[src/rtl/irq_router_pkg.sv]
package irq_router_pkg;
  localparam int REG_W  = 32;
  localparam int IDX_W  = 5;
  localparam int ADDR_W = 9;

  typedef enum logic [1:0] {
    RG_PRIO = 2'd0,
    RG_PEND = 2'd1,
    RG_EN   = 2'd2,
    RG_THR  = 2'd3
  } region_e;
endpackage

[src/rtl/irq_src_state.sv]
module irq_src_state #(
  parameter int N_SRC = 31
) (
  input  logic           clk,
  input  logic           rst_n,
  input  logic [N_SRC:1] req,
  input  logic [N_SRC:0] take,
  input  logic [N_SRC:0] done,
  output logic [N_SRC:0] pend,
  output logic [N_SRC:0] busy
);
  assign pend[0] = 1'b0;
  assign busy[0] = 1'b0;

  for (genvar i = 1; i <= N_SRC; i++) begin : g_src
    always_ff @(posedge clk) begin
      if (!rst_n) begin
        pend[i] <= 1'b0;
        busy[i] <= 1'b0;
      end else begin
        pend[i] <= take[i] ? 1'b0 : (pend[i] | (req[i] & ~busy[i]));
        busy[i] <= take[i] ? 1'b1 : (busy[i] & ~done[i]);
      end
    end
  end
endmodule

[src/rtl/irq_target_sel.sv]
module irq_target_sel #(
  parameter int N_SRC  = 31,
  parameter int PRIO_W = 3,
  parameter int ID_W   = 5
) (
  input  logic [N_SRC:0]             pend,
  input  logic [N_SRC:0]             en,
  input  logic [N_SRC:0][PRIO_W-1:0] prio,
  input  logic [PRIO_W-1:0]          thr,
  output logic [ID_W-1:0]            best_id
);
  // Strict compare against a running best that starts at the threshold:
  // gives "above threshold", "highest wins" and "lowest id on ties" at once.
  function automatic logic [ID_W-1:0] pick(
    input logic [N_SRC:0]             p,
    input logic [N_SRC:0]             e,
    input logic [N_SRC:0][PRIO_W-1:0] pr,
    input logic [PRIO_W-1:0]          th
  );
    logic [PRIO_W-1:0] bp;
    logic [ID_W-1:0]   bid;
    bp  = th;
    bid = '0;
    for (int i = 1; i <= N_SRC; i++) begin
      if (p[i] && e[i] && (pr[i] > bp)) begin
        bp  = pr[i];
        bid = ID_W'(i);
      end
    end
    return bid;
  endfunction

  assign best_id = pick(pend, en, prio, thr);
endmodule

[src/rtl/irq_claim_arb.sv]
module irq_claim_arb #(
  parameter int N_SRC = 31,
  parameter int N_TGT = 2,
  parameter int ID_W  = 5
) (
  input  logic [N_TGT*ID_W-1:0] best_flat,
  input  logic [N_TGT-1:0]      clm_rd,
  output logic [N_TGT*ID_W-1:0] grant_flat,
  output logic [N_SRC:0]        take
);
  always_comb begin
    logic [ID_W-1:0] cand;
    take       = '0;
    grant_flat = '0;
    for (int t = 0; t < N_TGT; t++) begin
      cand = best_flat[t*ID_W +: ID_W];
      if (clm_rd[t] && (cand != '0) && !take[cand]) begin
        take[cand]                = 1'b1;
        grant_flat[t*ID_W +: ID_W] = cand;
      end
    end
  end
endmodule

[src/rtl/irq_router.sv]
module irq_router
  import irq_router_pkg::*;
#(
  parameter int N_SRC  = 31,
  parameter int N_TGT  = 2,
  parameter int PRIO_W = 3,
  localparam int ID_W  = $clog2(N_SRC + 1)
) (
  input  logic                   clk,
  input  logic                   rst_n,
  input  logic [N_SRC-1:0]       irq_i,
  input  logic                   cfg_wr,
  input  logic                   cfg_rd,
  input  logic [ADDR_W-1:0]      cfg_addr,
  input  logic [REG_W-1:0]       cfg_wdata,
  output logic [REG_W-1:0]       cfg_rdata,
  input  logic [N_TGT-1:0]       clm_rd,
  input  logic [N_TGT-1:0]       clm_wr,
  input  logic [N_TGT*ID_W-1:0]  clm_wid,
  output logic [N_TGT*ID_W-1:0]  clm_rid,
  output logic [N_TGT-1:0]       tgt_irq
);
  logic [N_SRC:0][PRIO_W-1:0]    prio_q;
  logic [N_TGT-1:0][N_SRC:0]     en_q;
  logic [N_TGT-1:0][PRIO_W-1:0]  thr_q;

  logic [N_SRC:0]                pend;
  logic [N_SRC:0]                busy;
  logic [N_SRC:0]                take;
  logic [N_SRC:0]                done;
  logic [N_TGT*ID_W-1:0]         best_flat;
  logic [N_TGT*ID_W-1:0]         grant_flat;
  logic [N_TGT-1:0]              claim_hit;

  region_e                       region;
  logic [IDX_W-1:0]              idx;
  logic [REG_W-1:0]              rd_val;

  assign region = region_e'(cfg_addr[8:7]);
  assign idx    = cfg_addr[6:2];

  // configuration registers
  always_ff @(posedge clk) begin
    if (!rst_n) begin
      prio_q <= '0;
      en_q   <= '0;
      thr_q  <= '0;
    end else if (cfg_wr) begin
      case (region)
        RG_PRIO: for (int i = 1; i <= N_SRC; i++)
                   if (idx == IDX_W'(i)) prio_q[i] <= cfg_wdata[PRIO_W-1:0];
        RG_EN:   for (int t = 0; t < N_TGT; t++)
                   if (idx == IDX_W'(t)) en_q[t] <= {cfg_wdata[N_SRC:1], 1'b0};
        RG_THR:  for (int t = 0; t < N_TGT; t++)
                   if (idx == IDX_W'(t)) thr_q[t] <= cfg_wdata[PRIO_W-1:0];
        default: ;
      endcase
    end
  end

  always_comb begin
    rd_val = '0;
    case (region)
      RG_PRIO: for (int i = 1; i <= N_SRC; i++)
                 if (idx == IDX_W'(i)) rd_val[PRIO_W-1:0] = prio_q[i];
      RG_PEND: rd_val[N_SRC:0] = pend;
      RG_EN:   for (int t = 0; t < N_TGT; t++)
                 if (idx == IDX_W'(t)) rd_val[N_SRC:0] = en_q[t];
      RG_THR:  for (int t = 0; t < N_TGT; t++)
                 if (idx == IDX_W'(t)) rd_val[PRIO_W-1:0] = thr_q[t];
      default: ;
    endcase
  end

  always_ff @(posedge clk) begin
    if (!rst_n)      cfg_rdata <= '0;
    else if (cfg_rd) cfg_rdata <= rd_val;
  end

  // valid completions: only sources currently in service
  always_comb begin
    logic [ID_W-1:0] wid;
    done = '0;
    for (int t = 0; t < N_TGT; t++) begin
      wid = clm_wid[t*ID_W +: ID_W];
      if (clm_wr[t])
        for (int i = 1; i <= N_SRC; i++)
          if ((wid == ID_W'(i)) && busy[i]) done[i] = 1'b1;
    end
  end

  irq_src_state #(.N_SRC(N_SRC)) u_state (
    .clk   (clk),
    .rst_n (rst_n),
    .req   (irq_i),
    .take  (take),
    .done  (done),
    .pend  (pend),
    .busy  (busy)
  );

  for (genvar t = 0; t < N_TGT; t++) begin : g_tgt
    irq_target_sel #(.N_SRC(N_SRC), .PRIO_W(PRIO_W), .ID_W(ID_W)) u_sel (
      .pend    (pend),
      .en      (en_q[t]),
      .prio    (prio_q),
      .thr     (thr_q[t]),
      .best_id (best_flat[t*ID_W +: ID_W])
    );
    assign tgt_irq[t]   = (best_flat[t*ID_W +: ID_W] != '0);
    assign claim_hit[t] = (grant_flat[t*ID_W +: ID_W] != '0);
  end

  irq_claim_arb #(.N_SRC(N_SRC), .N_TGT(N_TGT), .ID_W(ID_W)) u_arb (
    .best_flat  (best_flat),
    .clm_rd     (clm_rd),
    .grant_flat (grant_flat),
    .take       (take)
  );

  always_ff @(posedge clk) begin
    if (!rst_n) clm_rid <= '0;
    else        clm_rid <= grant_flat;
  end
endmodule

[config.mk]
export PLATFORM = sky130hd
export DESIGN_NAME = irq_router
export DESIGN_NICKNAME = d
export VERILOG_FILES = /design/src/rtl/irq_router_pkg.sv /design/src/rtl/irq_src_state.sv /design/src/rtl/irq_target_sel.sv /design/src/rtl/irq_claim_arb.sv /design/src/rtl/irq_router.sv
export SDC_FILE = /design/constraint.sdc
export NUM_CORES = 1
export LEC_CHECK = 0
export BUFFER_PORTS_ARGS = -buffer_cell sky130_fd_sc_hd__buf_2
export CAP_MARGIN = 20
export CELL_PAD_IN_SITES_DETAIL_PLACEMENT = 0
export CELL_PAD_IN_SITES_GLOBAL_PLACEMENT = 1
export CORE_ASPECT_RATIO = 0.9
export CORE_MARGIN = 3
export CORE_UTILIZATION = 46
export DETAILED_ROUTE_END_ITERATION = 10
export PLACE_DENSITY = 0.89
export RECOVER_POWER = 100
export SYNTH_ARGS = -nofsm -noshare
export SYNTH_HDL_FRONTEND = slang
export SYNTH_SLANG_ARGS = --single-unit
[constraint.sdc]
create_clock -name clk -period 53.2 [get_ports clk]
set_clock_uncertainty 0.15 [all_clocks]
set_input_delay 0 -clock clk [delete_from_list [all_inputs] [get_ports clk]]
set_output_delay 0 -clock clk [all_outputs]
set_load 0.03 [all_outputs]
* Word level (Yosys, flattened, before mapping)
Memory sizes are Yosys's and may differ from the RTL's.
Index checks and enable logic that the tools add are counted.
** Cells by class
- Add/sub/neg operators :: 0
- Multiply operators :: 0
- Divide/modulo/power cells :: 0
- $lt $le $gt $ge :: 66
- Equality and inequality tests :: 96
- Shift-type cells :: 0
- Multiplexer cells :: 263
- Bitwise logic cells :: 157
- Reduce and logical (&&, ||, !) cells :: 266
** Operator list (count)
- two-way mux 3 bit :: 101
- == test 5 bit (second input constant) :: 48
- logical AND 1 bit :: 192
- > comparator 3 bit :: 62
- two-way mux 5 bit :: 32
- two-way mux 32 bit :: 4
- == test 5 x 4 -> 1 bit (second input constant) :: 24
- AND reduction 3 bit :: 35
- two-way mux 1 bit :: 99
- two-way mux 4 bit :: 16
- inverter 1 bit :: 63
- AND 1 bit :: 62
- two-way mux 31 bit :: 2
- OR reduction 2 bit :: 31
- == test 5 x 3 -> 1 bit (second input constant) :: 12
- case mux 29 bit (2 select lines) :: 1
- bitwise OR 32 bit :: 1
- bitwise OR 1 bit :: 31
- == test 5 x 2 -> 1 bit (second input constant) :: 6
- == test 5 x 1 -> 1 bit (second input constant) :: 3
- less-than comparator 5 x 6 -> 1 bit (second input constant) :: 2
- case mux 3 bit (4 select lines) :: 1
- demux 1 bit (select 5 bit) :: 2
- greater-or-equal comparator 5 x 1 -> 1 bit (second input constant) :: 2
- other kinds (9) :: 16
** Storage, ports and cells
- Bits in registers :: 265
- Latch bits :: 0
- Memory bits (writable) :: 0
- ROM bits :: 32
- Bits of input ports :: 90
- Output and inout port bits :: 44
- Word-level logic and storage cells :: 949
- Memories :: 1
** Memories
- (name not given) :: depth 32, width 1, rd ports 1, clocked after Yosys merged registers in 0, wr ports 0, RTL line irq_claim_arb.sv:17 : if (clm_rd[t] && (cand != '0) && !take[cand]) begin

* Logic depth before layout (Yosys ltp)
- Depth in word-level cells :: 104
- Mapped depth :: 230
- Mapped depth without buffers :: 226

* Hierarchy
A second synthesis with hierarchy kept.
** Unflattened totals
- Cells, all modules :: 3185
- Area total of the unflattened synthesis :: 23472.5 um^2
** By module, submodules not included
- irq_router :: instances 1, cells an instance 1321, area each 10662.7 um^2, sequential area each 4063.9 um^2
- irq_target_sel at g_tgt[0].u_sel :: instances 1, cells an instance 761, area each 4825.9 um^2, sequential area each 0.0 um^2
- irq_target_sel at g_tgt[1].u_sel :: instances 1, cells an instance 751, area each 4739.5 um^2, sequential area each 0.0 um^2
- irq_src_state :: instances 1, cells an instance 227, area each 2404.8 um^2, sequential area each 1241.2 um^2
- irq_claim_arb :: instances 1, cells an instance 125, area each 839.6 um^2, sequential area each 0.0 um^2

* Worst setup path before layout
Ideal clock, no wire load.
- Kind :: register to register
- Start point :: register thr_q[4] (netlist name)
- End point :: register u_state.busy[15]
- Library setup time :: 120 ps
- Arrival :: 40504 ps
- Data required time :: 52930 ps
- Path slack :: 12427 ps
- Stages on the path, launching flop included :: 207
- Path buffers :: 4
- Period minus slack after synthesis :: 40773 ps
- Path through :: dfxtp_1 inv_1 ha_1 nor2b_1 o21a_1 o21a_4 o21a_1 ha_1 nor2b_1 o21a_1 o2111ai_1 o211ai_1 and2_1 inv_1 ha_1 nor2b_1 o21ai_0 a21oi_1 [... 171 more ...] clkbuf_1 nor2_1 a22o_1 a31oi_1 ha_1 nor2b_1 o21ai_0 nand2b_1 and4_1 nor3_1 o21ai_1 nor3_1 nand2_1 and2_1 o41ai_1 a21oi_1 and3_1 o31a_1
** On the way
- Elaborated cells on any way between the ends :: 137
- Those cells by class :: order compare: 33; mux: 67; bitwise: 1; reduce/logical: 36
** RTL lines
- start: declaration :: RTL line irq_router.sv:25 : logic [N_TGT-1:0][PRIO_W-1:0] thr_q;
- start signal: indexed assignment :: RTL line irq_router.sv:55 : if (idx == IDX_W'(t)) thr_q[t] <= cfg_wdata[PRIO_W-1:0];
- > comparator 3 bit :: RTL line irq_target_sel.sv:25 : if (p[i] && e[i] && (pr[i] > bp)) begin
- logical AND 1 bit :: RTL line irq_target_sel.sv:25
- two-way mux 3 bit :: RTL line irq_target_sel.sv:25
- > comparator 3 bit :: RTL line irq_target_sel.sv:25
- logical AND 1 bit :: RTL line irq_target_sel.sv:25
- two-way mux 3 bit :: RTL line irq_target_sel.sv:25
- > comparator 3 bit :: RTL line irq_target_sel.sv:25
- logical AND 1 bit :: RTL line irq_target_sel.sv:25
- [... 82 more ...]
- > comparator 3 bit :: RTL line irq_target_sel.sv:25
- logical AND 1 bit :: RTL line irq_target_sel.sv:25
- two-way mux 5 bit (*) :: RTL line irq_target_sel.sv:25
- nonzero test 5 bit (*)
- named net tgt_irq[1] :: RTL line irq_router.sv:21 : output logic [N_TGT-1:0] tgt_irq
- logical AND 1 bit (*) (2 in a row) :: RTL line irq_claim_arb.sv:17
- two-way mux 32 bit (*) :: RTL line irq_claim_arb.sv:17
- two-way mux 1 bit (*) :: RTL line irq_src_state.sv:22 : busy[i] <= take[i] ? 1'b1 : (busy[i] & ~done[i]);
- end signal: indexed assignment :: RTL line irq_src_state.sv:22
- end: declaration :: RTL line irq_src_state.sv:10 : output logic [N_SRC:0] busy
The timed path passes the listed nets; every way through them passes the cells marked *. The select of a mux whose other input is x is not followed.
A chain may end at the register's enable or synchronous reset.

* Worst setup path in the final report
- Start point :: register thr_q[2] (netlist name)
- End point :: register u_state.pend[14]
** On the way
- Word-level cells in the longest chain between the ends :: 104
- Elaborated cells on any way between the ends :: 142
- Those cells by class :: order compare: 33; mux: 68; bitwise: 1; reduce/logical: 39; memory: 1
** RTL lines
- > comparator 3 bit :: RTL line irq_target_sel.sv:25
- logical AND 1 bit :: RTL line irq_target_sel.sv:25
- two-way mux 3 bit :: RTL line irq_target_sel.sv:25
- > comparator 3 bit :: RTL line irq_target_sel.sv:25
- logical AND 1 bit :: RTL line irq_target_sel.sv:25
- two-way mux 3 bit :: RTL line irq_target_sel.sv:25
- > comparator 3 bit :: RTL line irq_target_sel.sv:25
- logical AND 1 bit :: RTL line irq_target_sel.sv:25
- [... 88 more ...]
- demux 1 bit (select 5 bit) or logical AND 1 bit (tied branches)
- two-way mux 32 bit (*) :: RTL line irq_claim_arb.sv:17
- binary-select mux 1 bit (select 5 bit) :: RTL line irq_claim_arb.sv:17
- two-way mux 1 bit (implied by the code) :: RTL line irq_claim_arb.sv:17
- logical NOT 1 bit :: RTL line irq_claim_arb.sv:17
- logical AND 1 bit :: RTL line irq_claim_arb.sv:17
- two-way mux 32 bit (*) :: RTL line irq_claim_arb.sv:17
- OR reduction 2 bit (no line) (*)
- end signal: indexed assignment :: RTL line irq_src_state.sv:21 : pend[i] <= take[i] ? 1'b0 : (pend[i] | (req[i] & ~busy[i]));
- end: declaration :: RTL line irq_src_state.sv:9 : output logic [N_SRC:0] pend,
Mark *: on every way between the ends. The rest lies on a longest branch, timed or not. The select of a mux whose other input is x is not followed.

==> results.py <==
metrics = {
    "run_status": {
        "status": "finished with violations",
        "violations": "max-capacitance violations, max-slew violations",
    },
    "drt": {
        "first_iter_violations": 2621,
        "vias_per_cell": 6.36,
        "routed_wl_um": 81600,
        "wl_per_cell_um": 22.8,
        "ant_nets": 0,
        "drc_errors": 0,
        "first_pass_iters": 6,
        "vias": 22765,
    },
    "setup_path": {
        "crit_top_cell": "nor2_1",
        "crit_type": "reg2reg",
        "cp_slowest_stage_delay_ns": 1.13,
        "rr_startpoint": "thr_q[2]",
        "r2r_slack_ns": 4.71,
        "reg2reg_depth": 212,
        "worstPathMaxFanout": 10,
        "crit_slowest_cell": "a211oi_1",
        "cp.arrival_ns": 48.83,
        "regToRegEndpoint": "u_state.pend[14]",
        "worstPathRequired_ns": 53.53,
        "startpoint_type": "flip-flop",
        "cp-end-kind": "flip-flop",
    },
    "global_route": {
        "grt_pass1_vias": 21002,
        "antenna_found_initial": 2,
        "grt-ovfl-total": 0,
        "grt_pass1_wl_um": 123000,
        "grtUsageTotal_pct": 33.0,
        "grt_max_degree": 88,
    },
    "sta": {
        "finalCriticalPeriod_ns": 48.49,
        "maxSlewViolCount": 275,
        "fin_crit_sh_pct": 91.2,
        "rsz0062_at_grt": "false",
        "worst-slew-pin-transition_ns": 3.65,
        "setup_slack_ns": 4.71,
        "setup_viol": 0,
        "fmax_mhz": 20.6,
        "hold_viol": 0,
        "fin_tns_setup_ns": 0,
        "max_slew_margin_pct": -143,
    },
    "power": {
        "peakVddDrop_mv": 0.0232,
        "clkPwrFrac_pct": 49.0,
        "seqPwrFrac_pct": 43.6,
        "p_int_uw": 349,
        "power_density_mw_per_mm2": 20.1,
        "p_leak_nw": 8.50,
        "combPwrFrac_pct": 7.4,
        "finalPower_uw": 473,
        "switching_share_pct": 26.3,
        "p_switching_uw": 124,
    },
    "logic_synthesis": {
        "ys.flop_type": "dfxtp_1",
        "syn-cell-area_sq_mm": 0.0206,
        "yosysSeqAreaShare_pct": 25.7,
        "async_flop_share_pct": 0,
        "syn_nets": 3058,
        "synthesis.instances": 2833,
        "synth-edff-count": 0,
        "synth_warnings": 0,
        "ys_seq_elements": 265,
        "yosysUniqueCellTypes": 86,
        "synth.avg_cell_area_sq_um": 7.29,
        "synth.area.top_cells": "dfxtp_1 26%, ha_1 8.2%, a21oi_1 7.2%",
        "synth_top_area_cell": "dfxtp_1",
        "synth_top_area_share_pct": 25.7,
    },
    "cts": {
        "cts_root_buffer": "clkbuf_16",
        "post_cts_buffers": 0,
        "htree_levels": 2,
        "cts_buffers": 34,
        "clock-sinks": 265,
        "ctsHoldBuffers": 80,
        "clk_latency_ns": 0.55,
        "clk_pin_slew_ns": 0.06,
        "cts_tree": "yes",
        "cts_resized": 0,
        "ctsLongestPathBuffers": 3,
    },
    "placement": {
        "pre_cts_ws_ns": 5.97,
        "detailedPlacementHpwl_um": 62500,
        "place_area_sq_mm": 0.0217,
        "dp.cells": 3438,
        "io_buffers": 131,
        "gp_congestion": 0.995,
    },
    "hold_path": {
        "min_path_type": "in2reg",
        "whs_endpoint": "u_state.busy[3]",
        "hp-start": "clm_wid[3]",
        "min_path_cells": 5,
    },
    "floorplanning": {
        "initial_utilization_pct": 47.3,
        "die_y_um": 207,
        "num_rows": 72,
        "coreArea_sq_mm": 0.0437,
        "die_area_sq_mm": 0.0475,
        "die_x_um": 229,
        "ios": 134,
    },
    "final_layout": {
        "stdcell_count": 3580,
        "final_area_sq_mm": 0.0235,
        "final_common_cell": "nand2_1",
        "syn_to_final_growth_pct": 13.8,
        "final_cell_mix": "376 x nand2_1, 313 x nor2_1, 299 x a21oi_1",
        "layout-drive-gt1-share_pct": 8.20,
        "finalNetCount": 3189,
    },
    "flow_run": {
        "drv_cap": 4,
    },
}
## cell families after synthesis
kind of cell	after synthesis	synth area share (%)
buffers and inverters	275	5.03
DFF	265	25.7
muxes	114	5.97
and+or+nand+nor	1174	26.7
AOI/OAI and AO/OA	862	28.1
adders and majority gates	142	8.52
xor gates and xnor gates	1	0.0424
## registers in the layout, summed over array words and instances (netlist names)
| register | count |
|---|---|
| cfg_rdata | 32 |
| thr_q | 6 |
| prio_q | 93 |
| clm_rid | 10 |
| u_state.pend | 31 |
| en_q | 62 |
| u_state.busy | 31 |
## Yosys cell counts (8+ instances only)
cell type  instances
o21ai_0          102
nand3_1          125
nor3b_1           17
and4_1             9
nand2_1          376
o31ai_1           23
o21a_1            27
or3_1             12
a22oi_1           66
a311oi_1          23
a21o_1            32
o21bai_1          12
and3_1            40
o2111a_1           8
nor4_1            20
a22o_1            40
clkbuf_1         113
nand4_1           33
o211a_1           12
or4_1              8
inv_1            137
a31oi_1           26
ha_1             135
mux2_4            11
nor3_1            63
o31a_1            11
o211ai_1          25
a211oi_1          20
nor2b_1           50
o32ai_1            8
a221oi_1          25
mux2i_1           74
or2_2             22
and2_1            32
mux2_2            29
a21oi_1          299
dfxtp_1          265
nand2b_1          30
nor2_1           314
buf_1             19
## power groups by stage
stage	registers [mW]	clock network, mW	logic [mW]
2_1_floorplan	0.208	0	0.0170
3_3_place_gp	0.210	0	0.0291
3_5_place_dp	0.210	0	0.0296
4_1_cts	0.206	0.234	0.0343
5_1_grt	0.206	0.242	0.0374
6_report	0.206	0.232	0.0352
## critical path: cells and delay by family, from the launching register on
| family | cells | cell delay, ns |
|---|---|---|
| mux | 5 | 1.72 |
| simple gates | 79 | 12.55 |
| fa+ha+maj | 36 | 10.25 |
| flops | 1 | 0.42 |
| compound gates | 87 | 22.30 |
| buf+inv | 5 | 0.98 |
## worst max-delay path by stage
stage              start                to  slack, ns  cells after the start
2_1_floorplan   thr_q[4]  u_state.busy[15]      12.43                    206
3_3_place_gp    thr_q[2]   u_state.pend[3]       7.52                    212
3_5_place_dp   prio_q[4]  u_state.busy[15]       5.97                    208
4_1_cts        prio_q[4]  u_state.pend[14]       5.44                    208
5_1_grt         thr_q[2]  u_state.pend[14]       0.92                    212
6_report        thr_q[2]  u_state.pend[14]       4.71                    212
## through the flow
| stage | hold WS [ns] | util, % |
|---|---|---|
| final | 0.0411 | 53.8 |
| after global routing | 0.0747 | 53.8 |
| after CTS | 0.00169 | 54.0 |
| after detailed placement | 0.108 | 49.6 |
| after global placement | 0.100 | 49.6 |
| after floorplan | -0.0140 | - |
## area by class of cell
class                   count  area [sq um]
diodes                      2          5.00
clock buffers              44           950
clock inverters            14           143
fillers                  4230         20200
inverters                 138           519
multi-input cells        2293         14300
flip-flops and latches    265          5310
well taps                 592           741
repair buffers            232          1540
## per-layer routing
| layer | share of wire, % | global-route usage [%] | up-vias |
|---|---|---|---|
| met5 | 0 | 0 | - |
| met4 | 3.8 | 12.4 | 0 |
| met3 | 11 | 7.34 | 139 |
| met2 | 41 | 48.6 | 1126 |
| met1 | 45 | 47.1 | 10847 |
| li1 | - | - | 10653 |
Power figures use the tool's default switching activity.
